<file path="config.mk">
export PLATFORM = sky130hd
export DESIGN_NAME = alu_twostage
export DESIGN_NICKNAME = d
export VERILOG_FILES = /design/src/rtl/alu_twostage.sv
export SDC_FILE = /design/constraint.sdc
export NUM_CORES = 1
export LEC_CHECK = 0
export ABC_AREA = 1
export BUFFER_PORTS_ARGS = -buffer_cell sky130_fd_sc_hd__buf_2
export CAP_MARGIN = 20
export CORE_ASPECT_RATIO = 0.8
export CORE_MARGIN = 4
export CORE_UTILIZATION = 30
export DETAILED_ROUTE_END_ITERATION = 12
export PLACE_DENSITY_LB_ADDON = 0.2
export SYNTH_ARGS = -nofsm -noshare
export SYNTH_HDL_FRONTEND = slang
export SYNTH_SLANG_ARGS = --single-unit
</file>
<file path="constraint.sdc">
create_clock -name vclk -period 4.7
set_input_delay 0.47 -clock vclk [all_inputs]
set_output_delay 0.47 -clock vclk [all_outputs]
set_load 0.005 [all_outputs]
</file>
<file path="src/rtl/alu_twostage.sv">
module alu_twostage #(
  parameter int W = 32
) (
  input  logic [1:0]   op_class,
  input  logic [5:0]   funct,
  input  logic [W-1:0] opa,
  input  logic [W-1:0] opb,
  output logic [2:0]   alu_op,
  output logic [W-1:0] result,
  output logic         zero,
  output logic         ovf
);
  localparam logic [2:0] OP_AND = 3'b000;
  localparam logic [2:0] OP_OR  = 3'b001;
  localparam logic [2:0] OP_ADD = 3'b010;
  localparam logic [2:0] OP_SUB = 3'b110;
  localparam logic [2:0] OP_SLT = 3'b111;

  always_comb begin
    case (op_class)
      2'b00:   alu_op = OP_ADD;
      2'b01:   alu_op = OP_SUB;
      default:
        case (funct)
          6'b100010: alu_op = OP_SUB;
          6'b100100: alu_op = OP_AND;
          6'b100101: alu_op = OP_OR;
          6'b101010: alu_op = OP_SLT;
          default:   alu_op = OP_ADD;
        endcase
    endcase
  end

  logic         negb;
  logic [W-1:0] bsel, sum;
  logic         sum_ovf, less;

  assign negb    = alu_op[2];
  assign bsel    = negb ? ~opb : opb;
  assign sum     = opa + bsel + {{(W-1){1'b0}}, negb};
  assign sum_ovf = (opa[W-1] == bsel[W-1]) && (sum[W-1] != opa[W-1]);
  assign less    = sum[W-1] ^ sum_ovf;

  always_comb begin
    case (alu_op[1:0])
      2'b00:   result = opa & opb;
      2'b01:   result = opa | opb;
      2'b10:   result = sum;
      default: result = {{(W-1){1'b0}}, less};
    endcase
  end

  assign zero = (result == '0);
  assign ovf  = sum_ovf && (alu_op == OP_ADD || alu_op == OP_SUB);
endmodule

</file>
; Yosys cells after proc, flatten, opt, wreduce, memory -nomap -nowiden
; Index checks and enable logic that the tools add are counted.
[word_totals]
register_bits = 0
in_bits = 72
out_inout_bits = 37
wordCells = 27
[classes]
n_addsub = 2
eq_ne = 11
muxes = 4
bitwise = 4
reduce_logical = 6
[ops]
columns = cell, count
row1 = case mux 32 bit (3 select lines), 1
row2 = adder 32 x 1 -> 32 bit, 1
row3 = adder 32 bit, 1
row4 = AND 32 bit, 1
row5 = logical NOT 32 bit, 1
row6 = two-way mux 32 bit, 1
row7 = inverter 32 bit, 1
row8 = bitwise OR 32 bit, 1
row9 = equality test 6 bit (second input constant), 4
row10 = case mux 3 bit (4 select lines), 1
row11 = case mux 3 bit (2 select lines), 1
row12 = equality test 2 x 1 -> 1 bit (second input constant), 2
row13 = logical NOT 2 bit, 2
row14 = equality test 3 x 2 -> 1 bit (second input constant), 1
row15 = equality test 3 bit (second input constant), 1
row16 = equality test 2 bit (second input constant), 1
row17 = logical AND 1 bit, 2
row18 = equality test 1 bit, 1
row19 = logical OR 1 bit, 1
row20 = inequality test 1 bit, 1
row21 = XOR 1 bit, 1

; Logic depth before layout (Yosys ltp)
; Gate-level depths: netlist of run 1.
[depth]
depth_word = 11
ltp_mapped = 27
depth_no_buf = 26

; Worst setup path before layout of run 1
; OpenSTA, ideal clock, no wires.
[synth_timing]
kind = input port to output port
from = input funct[5]
to = output zero
arrival_ns = 3.845
setup_slack_ns = 0.385
stages = 27
n_path_buf = 1
cell_sequence = inv_1 > nor2_4 > nand3_1 > nand2_2 > nand2_1 > buf_2 > xor2_1 > ha_1 > nand2_1 > nor2_1 > inv_1 > nor3_1 > nand2_4 > nand2_4 > nand2_2 > nand2_1 > a211oi_1 > fa_1 > nand3b_1 > nand3_1 > a21oi_1 > nand3_1 > nor2_1 > nand4_1 > nor2_1 > nand3_1 > nor2_1
[synth_rtl]
columns = item, line
row1 = start: declaration, 5  ; input logic [5:0] funct,
row2 = equality test 6 bit, 24  ; case (funct)
row3 = case mux 3 bit (4 select lines) (*), 24
row4 = case mux 3 bit (2 select lines) (*), 20  ; case (op_class)
row5 = two-way mux 32 bit, 39  ; assign bsel = negb ? ~opb : opb;
row6 = adder 32 bit, 40  ; assign sum = opa + bsel + {{(W-1){1'b0}}, negb};
row7 = adder 32 x 1 -> 32 bit, 40
row8 = case mux 32 bit (3 select lines) (*), 45  ; case (alu_op[1:0])
row9 = via result[31], 9  ; output logic [W-1:0] result,
row10 = logical NOT 32 bit (*), 53  ; assign zero = (result == '0);
row11 = end: declaration, 10  ; output logic zero,
; Mark *: on every way through the listed nets, which the timed path passes. The rest lies on a longest branch.

; Final worst setup path of run 1
[layout_timing]
from = input funct[5]
to = output zero
[layout_via]
elab_chain_cells = 11
[layout_lines]
columns = item, line
row1 = equality test 6 bit, 24
row2 = case mux 3 bit (4 select lines) (*), 24
row3 = case mux 3 bit (2 select lines) (*), 20
row4 = two-way mux 32 bit, 39
row5 = adder 32 bit, 40
row6 = adder 32 x 1 -> 32 bit, 40
row7 = inequality test 1 bit, 41  ; assign sum_ovf = (opa[W-1] == bsel[W-1]) && (sum[W-1] != opa[W-1]);
row8 = logical AND 1 bit, 41
row9 = XOR 1 bit, 42  ; assign less = sum[W-1] ^ sum_ovf;
row10 = case mux 32 bit (3 select lines) (*), 45
row11 = logical NOT 32 bit (*), 53
; Mark *: on every way between the ends. The rest lies on a longest branch, timed or not.

==> flow_metrics.env, run 1 <==
export IMPL_final_cell_area_um2=5275
export IMPL_worstPathMaxFanout=10
export IMPL_grt_overflow_total=0
export IMPL_finalSetupTns_ns=0
export IMPL_dp_hpwl_um=12180
export IMPL_max_freq_ghz=0.2131
export IMPL_criticalPathCategory="in -> out"
export IMPL_required_ns=4.23
export IMPL_gp_congestion=0.9122
export IMPL_wirelength_um=14570
export IMPL_grt_pass1_vias=4620
export IMPL_worst_path_most_repeated_cell="nand2_2"
export IMPL_end_kind="output pin"
export IMPL_std_cell_rows=35
export IMPL_coreArea_um2=11690
export IMPL_holdWs_ns=1.297
export IMPL_syn_to_final_growth_pct=44.48
export IMPL_synth_nets=814
export IMPL_yosysTopAreaCell="nand2_1"
export IMPL_hp_class="in -> out"
export IMPL_port_buffers=109
export IMPL_final_cell_count_no_fill=1041
export IMPL_syn_avg_cell_area_um2=5.201
export IMPL_worstMarginPinSlew_ns=0.5505
export IMPL_start_util_pct=31.23
export IMPL_sequential_cell_total=0
export IMPL_p_per_area_nw_per_um2=202.0
export IMPL_vias=5008
export IMPL_cap_viol_max_count=0
export IMPL_regArea_um2=0
export IMPL_nets=1007
export IMPL_synth_cell_types=37
export IMPL_die_x_um=131.3
export IMPL_track_usage_pct=19.88
export IMPL_final_antenna_net_count=0
export IMPL_startpoint_type="primary input"
export IMPL_multi_input_area_um2=3411
export IMPL_grt_pass1_wl_um=23260
export IMPL_synth_area_leaders="nand2_1, ha_1, nor2_1"
export IMPL_nClkBuffers=0
export IMPL_fillers=1306
export IMPL_fp_dieH_um=106.7
export IMPL_drive_gt1_share_pct=31.69
export IMPL_place_area_um2=4938
export IMPL_rsz0062_at_grt="yes"
export IMPL_ir_worst_vdd_v=0.00007969
export IMPL_wl_per_cell_um=13.99
export IMPL_grt_max_degree=33
export IMPL_slew_headroom_pct=63.25
export IMPL_antenna_cells=0
export IMPL_netlist_area_um2=3651
export IMPL_dp_cells=1029
export IMPL_cp_buffers_inverters=4
export IMPL_antenna_found_initial=0
export IMPL_worstPathArrival_ns=4.22
export IMPL_fin_crit_sh_pct=99.86
export IMPL_drc=0
export IMPL_cp_slowest_stage_delay_ns=0.58
export IMPL_fin_util_pct=45.12
export IMPL_dieArea_um2=14010
export IMPL_yosys_warnings=0
export IMPL_setup_viol=0
export IMPL_firstDrtPassIters=5
export IMPL_drv_slew=0
export IMPL_final_min_clock_period_ns=4.693
export IMPL_crit_family="simple AND/OR/NAND/NOR gates"
export IMPL_via_per_inst=4.811
export IMPL_ys_seq_area_share_pct=0
export IMPL_drtIter0Drc=338
export IMPL_io_pins=109
export IMPL_final_hold_violation_count=0
export IMPL_yosysTopAreaCellShare_pct=19.12
export IMPL_status="finished clean"
export IMPL_p_leak_nw=3.014
export IMPL_synthCells=702
export IMPL_crit_slowest_cell="fa_1"
## synth_stat cells (2+ instances only)
| library cell | count |
|---|---|
| a21boi_0 | 2 |
| a21o_1 | 2 |
| a21oi_1 | 39 |
| a31oi_1 | 23 |
| buf_2 | 5 |
| buf_4 | 2 |
| clkinv_1 | 2 |
| fa_1 | 2 |
| ha_1 | 38 |
| inv_1 | 94 |
| inv_2 | 8 |
| nand2_1 | 186 |
| nand2_2 | 12 |
| nand2_4 | 7 |
| nand3_1 | 71 |
| nand3_2 | 2 |
| nand3b_1 | 11 |
| nand4_1 | 12 |
| nor2_1 | 103 |
| nor2_2 | 3 |
| nor3_1 | 13 |
| o21a_1 | 3 |
| o21ai_0 | 17 |
| o21bai_1 | 2 |
| xnor2_1 | 30 |
| xor2_1 | 2 |
## what timing repair did
item / in CTS / in global routing
endpoints found under the setup margin: 1 / 1
gates cloned: 2 / 0
pin swaps: 15 / 38
setup buffers: 4 / 8
hold buffers: 0 / 0
gates resized for setup: 23 / 38
## worst paths after layout
| path | start | end | slack (ns) | depth (start not counted) |
|---|---|---|---|---|
| worst max-delay path | funct[5] | zero | 0.007 | 27 |
| worst min-delay path | opb[7] | result[7] | 1.30 | 4 |
## cells in the final DEF, fill, tap and decap left out, types with 3 or more instances in the layout
master | synthesis | final
xnor2_1 | 30 | 26
nand3_2 | 2 | 4
nand2_2 | 12 | 22
nand3b_1 | 11 | 11
nand2_4 | 7 | 8
nor2_2 | 3 | 4
xnor2_2 | 0 | 4
nor3_2 | 1 | 5
o21ai_0 | 17 | 13
a31oi_1 | 23 | 23
o21ai_2 | 0 | 4
a21oi_2 | 0 | 8
nand3_1 | 71 | 69
o21a_1 | 3 | 3
nor2_1 | 103 | 98
nand4_1 | 12 | 12
a21oi_1 | 39 | 30
nor2_4 | 1 | 5
buf_2 | 5 | 109
nand2_1 | 186 | 175
inv_1 | 94 | 89
ha_1 | 38 | 36
nor3_1 | 13 | 9
inv_2 | 8 | 13
buf_4 | 2 | 87
## per-stage QoR
stage	power (mW)	setup slack (ns)
6_report	1.066	0.006782
5_1_grt	1.186	-0.2496
4_1_cts	1.009	-0.04982
3_5_place_dp	0.9704	-0.2042
3_3_place_gp	0.9721	-0.1049
2_1_floorplan	0.5453	0.3847
## where the power goes
| part | total (mW) | internal [mW] | switching, mW |
|---|---|---|---|
| logic | 1.07 | 0.477 | 0.588 |
| clock network | 0 | 0 | 0 |
| registers | 0 | 0 | 0 |
## worst min-delay path, delay by kind of cell
family	cells	cell delay, ns
AOI/OAI and AO/OA	1	0.07
buffers and inverters	2	0.21
and+or+nand+nor	1	0.07
## per-layer routing
metal	up-vias	part of all wire (%)	GRT usage (%)
li1	2665	-	-
met1	2203	53	31.93
met2	138	40	30.55
met3	2	6.2	0.9381
met4	0	0.19	0.5247
met5	-	0	0
## area by class of cell
| cell class | count | area share, % |
|---|---|---|
| inverter | 104 | 7.400 |
| multi-input combinational | 588 | 64.66 |
| tap | 148 | 3.510 |
| timing repair buffer | 201 | 24.43 |
## cells by family (layout without fill, tap and decap cells)
family | after synthesis | in the layout | share of synthesized area (%)
AOI/OAI and AO/OA | 90 | 90 | 13.81
xor gates and xnor gates | 32 | 32 | 7.677
adders and majority gates | 40 | 40 | 14.12
buffers and inverters | 114 | 305 | 12.30
and+or+nand+nor | 426 | 426 | 52.09
(Power assumes the default switching activity.)
==> run 2: changes to the inputs <==
==> constraint.sdc (replaced) <==
create_clock -name vclk -period 4.7
set_input_delay 0.47 -clock vclk [all_inputs]
set_output_delay 0.47 -clock vclk [all_outputs]
set_load 0.05 [all_outputs]
==> run 2 against run 1 <==
  * The run now ends with negative setup slack left
  * Cell count up 1.5%
  * Combinational power up 33%
  * Power rose by 34%
  * Global-route usage down 0.14 points
  * Sequential cell count is the same
  * Die area did not move
  * Design area increased by 7.1%
  * Via count grew 1.9%
  * Utilization increased by 3.2 points
  * Worst hold slack better by 0.11 ns
  * Setup slack worse by 0.13 ns
  * Fmax down 2.7%
  * Highest routed layer unchanged
==> flow_metrics.env, run 2 (same netlist as run 1, synthesis figures left out) <==
export IMPL_status="complete, but fails checks"
export IMPL_violations="negative setup slack"
export IMPL_regArea_um2=0
export IMPL_drtIter0Drc=361
export IMPL_max_freq_ghz=0.2074
export IMPL_worstPathArrival_ns=4.35
export IMPL_hold_end="ovf"
export IMPL_fin_crit_sh_pct=102.6
export IMPL_startpoint_type="primary input"
export IMPL_place_area_um2=5001
export IMPL_required_ns=4.23
export IMPL_coreArea_um2=11690
export IMPL_nets=1023
export IMPL_final_antenna_net_count=0
export IMPL_start_util_pct=31.23
export IMPL_grt_max_degree=33
export IMPL_worst_slack_ns=-0.1220
export IMPL_hold_path_depth=4
export IMPL_worstPathMaxFanout=8
export IMPL_io_pins=109
export IMPL_dieArea_um2=14010
export IMPL_sequential_cell_total=0
export IMPL_fillers=1293
export IMPL_p_per_area_nw_per_um2=252.0
export IMPL_drc=0
export IMPL_dp_hpwl_um=12160
export IMPL_die_x_um=131.3
export IMPL_ir_worst_vdd_v=0.0001496
export IMPL_dp_cells=1034
export IMPL_firstDrtPassIters=5
export IMPL_cap_viol_max_count=0
export IMPL_criticalPathCategory="in -> out"
export IMPL_grt_overflow_total=0
export IMPL_port_buffers=109
export IMPL_wl_per_cell_um=14.14
export IMPL_antenna_cells=0
export IMPL_ctsHoldBuffers=0
export IMPL_rsz0062_at_grt="yes"
export IMPL_hold_path_startpoint="opa[31]"
export IMPL_std_cell_rows=35
export IMPL_fp_dieH_um=106.7
export IMPL_track_usage_pct=19.74
export IMPL_antenna_found_initial=0
export IMPL_via_per_inst=4.826
export IMPL_slew_headroom_pct=63.17
export IMPL_grt_pass1_wl_um=22980
export IMPL_final_cell_area_um2=5650
export IMPL_drv_slew=0
export IMPL_wirelength_um=14940
export IMPL_syn_to_final_growth_pct=54.76
export IMPL_final_common_cell="nand2_1"
export IMPL_vias=5101
export IMPL_final_cell_mix="nand2_1, buf_2, buf_4"
export IMPL_p_leak_nw=3.150
export IMPL_drive_gt1_share_pct=34.65
export IMPL_worstMarginPinSlew_ns=0.5516
export IMPL_finalSetupTns_ns=-0.1220
export IMPL_multi_input_area_um2=3625
export IMPL_fin_util_pct=48.33
export IMPL_setup_viol=1
export IMPL_hp_class="in -> out"
export IMPL_gp_congestion=0.9329
export IMPL_grt_pass1_vias=4540
export IMPL_nClkBuffers=0
export IMPL_final_min_clock_period_ns=4.822
export IMPL_end_kind="output pin"
export IMPL_final_hold_violation_count=0
export IMPL_final_cell_count_no_fill=1057
-- run 2: changes by cell type in the layout (fill, tap and decap cells not counted), sizes merged --
cell,delta
buf,+15
clkbuf,+1
-- run 2: where the power goes --
part	internal (mW)	leakage (nW)	total (mW)	switching (mW)
clock	0	0	0	0
combinational	0.522	3.15	1.42	0.902
sequential	0	0	0	0
-- run 2: cell type report --
cell class	count	share of cell area, %
multi-input cells	588	64.15
inverters	104	6.953
repair buffers	217	25.62
well taps	148	3.277
-- run 2: how the worst max path moves through the flow --
| stage | start | end | slack (ns) |
|---|---|---|---|
| after floorplan | funct[5] | zero | 0.05 |
| after global placement | funct[0] | zero | -0.40 |
| after detailed placement | funct[0] | zero | -0.49 |
| after CTS | funct[4] | zero | -0.12 |
| after global routing | funct[5] | zero | -0.35 |
| final | funct[1] | zero | -0.12 |
-- run 2: routing by layer --
layer | up-vias | wire (um) | GRT usage, %
met5 | - | 0 | 0
met4 | 0 | 113 | 1.274
met3 | 7 | 804 | 0.7974
met2 | 168 | 5997 | 29.47
met1 | 2223 | 8027 | 32.16
li1 | 2703 | - | -
-- run 2: repair_timing --
item	in CTS	in global routing
setup buffers	9	14
pin swaps	19	42
cloned	1	0
setup endpoints to repair	2	3
resized for setup	34	58
-- run 2: metrics by stage --
stage | setup slack [ns] | hold WS [ns] | total power [mW]
3_3_place_gp | -0.3962 | 1.410 | 1.276
4_1_cts | -0.1214 | 1.414 | 1.315
3_5_place_dp | -0.4895 | 1.412 | 1.275
2_1_floorplan | 0.05455 | 1.202 | 0.8411
6_report | -0.1220 | 1.411 | 1.424
5_1_grt | -0.3542 | 1.433 | 1.545
-- run 2: critical path, stage by stage --
cell and delay (ns):
buf_8 0.08, inv_4 0.03, nor2_4 0.10, nand3_2 0.10, nand2_2 0.09, nand2_4 0.11, buf_12 0.18, xnor2_2 0.13
ha_2 0.40, nand2_4 0.09, nor2_4 0.11, nand4_1 0.14, nor3_2 0.16, nand2_2 0.08, nand2_2 0.10, a211oi_4 0.08
fa_1 0.58, nand3b_1 0.16, nand3_4 0.08, a21oi_2 0.11, nand3_1 0.09, nor2_2 0.12, nand4_1 0.19, nor2_2 0.19
nand3_2 0.10, nor2_4 0.13, buf_8 0.15
==> run 3: changes to the inputs <==
SETUP_SLACK_MARGIN = 0.05   (was not set)
==> run 3 against run 2 <==
  * Non-clock buffer count unchanged
  * Worst hold slack got worse by 0.022 ns
  * Design area grew 0.33%
  * Utilization increased by 0.16 points
  * Die area unchanged
  * Sequential share of layout area unchanged
  * Setup slack lost 0.0063 ns
  * Fmax decreased by 0.13%
  * Combinational power about the same
  * The flow still finishes with violations (negative setup slack)
  * Global-route usage unchanged
  * Critical path depth did not move
  * Count of clock-buffer cells in the layout unchanged
  * Largest cell class unchanged
==> flow_metrics.env, run 3 (same netlist as run 1, synthesis figures left out) <==
export IMPL_status="complete, but fails checks"
export IMPL_violations="negative setup slack"
export IMPL_end_kind="output pin"
export IMPL_wirelength_um=14960
export IMPL_cap_viol_max_count=0
export IMPL_final_hold_violation_count=0
export IMPL_nClkBuffers=0
export IMPL_io_pins=109
export IMPL_drv_slew=0
export IMPL_std_cell_rows=35
export IMPL_worstPathMaxFanout=8
export IMPL_final_antenna_net_count=0
export IMPL_worst_slack_ns=-0.1283
export IMPL_grt_max_degree=33
export IMPL_grt_pass1_vias=4540
export IMPL_rsz0062_at_grt="yes"
export IMPL_fin_crit_sh_pct=102.7
export IMPL_grt_overflow_total=0
export IMPL_holdWs_ns=1.389
export IMPL_drive_gt1_share_pct=34.76
export IMPL_combPwrFrac_pct=100.0
export IMPL_regArea_um2=0
export IMPL_fillers=1286
export IMPL_die_x_um=131.3
export IMPL_syn_to_final_growth_pct=55.28
export IMPL_ir_worst_vdd_v=0.0001499
export IMPL_firstDrtPassIters=5
export IMPL_wl_per_cell_um=14.15
export IMPL_max_freq_ghz=0.2071
export IMPL_power_frac_seq_pct=0
export IMPL_pre_cts_ws_ns=-0.4895
export IMPL_coreArea_um2=11690
export IMPL_drc=0
export IMPL_final_min_clock_period_ns=4.828
export IMPL_hp_class="in -> out"
export IMPL_required_ns=4.23
export IMPL_met1_usage_pct=32.16
export IMPL_worstMarginPinSlew_ns=0.5526
export IMPL_gp_congestion=0.9329
export IMPL_power_switching_mw=0.9052
export IMPL_drtIter0Drc=313
export IMPL_final_common_cell="nand2_1"
export IMPL_p_per_area_nw_per_um2=252.2
export IMPL_power_frac_clock_pct=0
export IMPL_slew_headroom_pct=63.11
export IMPL_antenna_found_initial=0
export IMPL_dp_hpwl_um=12160
export IMPL_port_buffers=109
export IMPL_power_switching_share_pct=63.30
export IMPL_start_util_pct=31.23
export IMPL_met2_usage_pct=29.47
export IMPL_dp_cells=1034
export IMPL_vias=5091
export IMPL_intPower_mw=0.5247
export IMPL_grtUsageMet3_pct=0.7974
export IMPL_criticalPathCategory="in -> out"
export IMPL_setup_viol=1
export IMPL_grt_busiest_layer="met1"
export IMPL_total_power_mw=1.430
export IMPL_startpoint_type="primary input"
export IMPL_p_leak_nw=3.154
export IMPL_fp_dieH_um=106.7
export IMPL_dieArea_um2=14010
export IMPL_grt_pass1_wl_um=22980
export IMPL_track_usage_pct=19.74
export IMPL_final_cell_count_no_fill=1057
export IMPL_sequential_cell_total=0
export IMPL_antenna_cells=0
export IMPL_via_per_inst=4.816
export IMPL_nets=1023
export IMPL_worstPathArrival_ns=4.36
export IMPL_final_cell_mix="nand2_1, buf_2, buf_4"
==> run 3: cell count changes in the layout (fill, tap and decap cells not counted), sizes merged <==
cell,change
buf,+1
clkbuf,-1
==> run 3: area by class of cell <==
type	count	area, um2	share of cell area (%)
repair buffers	217	1448	25.54
multi-input cells	588	3643	64.27
well taps	148	185.2	3.266
inverters	104	392.9	6.930
==> run 3: through the flow <==
step | util (%) | area [um2] | TNS (ns)
after floorplan | - | 3676 | 0
after global placement | 42.77 | 5001 | -0.3962
after detailed placement | 42.77 | 5001 | -0.4895
after CTS | 44.55 | 5209 | -0.1214
after global routing | 48.49 | 5669 | -0.3677
final | 48.49 | 5669 | -0.1283
==> run 3: what timing repair did <==
action	in CTS	in global routing
gates cloned	1	0
pin swaps	19	43
hold buffers	0	0
resized for setup	34	62
setup buffers	9	14
setup endpoints to repair	2	3
==> run 3: power groups by stage <==
stage,sequential (mW),clock [mW],combinational (mW)
2_1_floorplan,0,0,0.841
3_3_place_gp,0,0,1.28
3_5_place_dp,0,0,1.27
4_1_cts,0,0,1.32
5_1_grt,0,0,1.55
6_report,0,0,1.43
==> run 3: per-layer routing <==
metal | share of wire [%] | vias up
met5 | 0 | -
met3 | 4.7 | 4
li1 | - | 2702
met4 | 0.52 | 0
met1 | 54 | 2231
met2 | 41 | 154
==> run 3: worst max-delay path, cell delays in order <==
cell and delay, ns:
buf_8 0.08, inv_4 0.03, nor2_4 0.10, nand3_2 0.10, nand2_2 0.09, nand2_4 0.11
buf_12 0.18, xnor2_2 0.13, ha_2 0.40, nand2_4 0.09, nor2_4 0.11, nand4_1 0.14
nor3_2 0.16, nand2_2 0.08, nand2_2 0.10, a211oi_4 0.08, fa_1 0.58, nand3b_1 0.16
nand3_4 0.08, a21oi_2 0.11, nand3_1 0.09, nor2_2 0.12, nand4_1 0.20, nor2_2 0.19
nand3_2 0.10, nor2_4 0.13, buf_8 0.15
==> run 3: worst paths after layout <==
check	cells past startpoint	slack, ns	from	endpoint
min	4	1.39	opa[31]	ovf
max	27	-0.13	funct[1]	zero
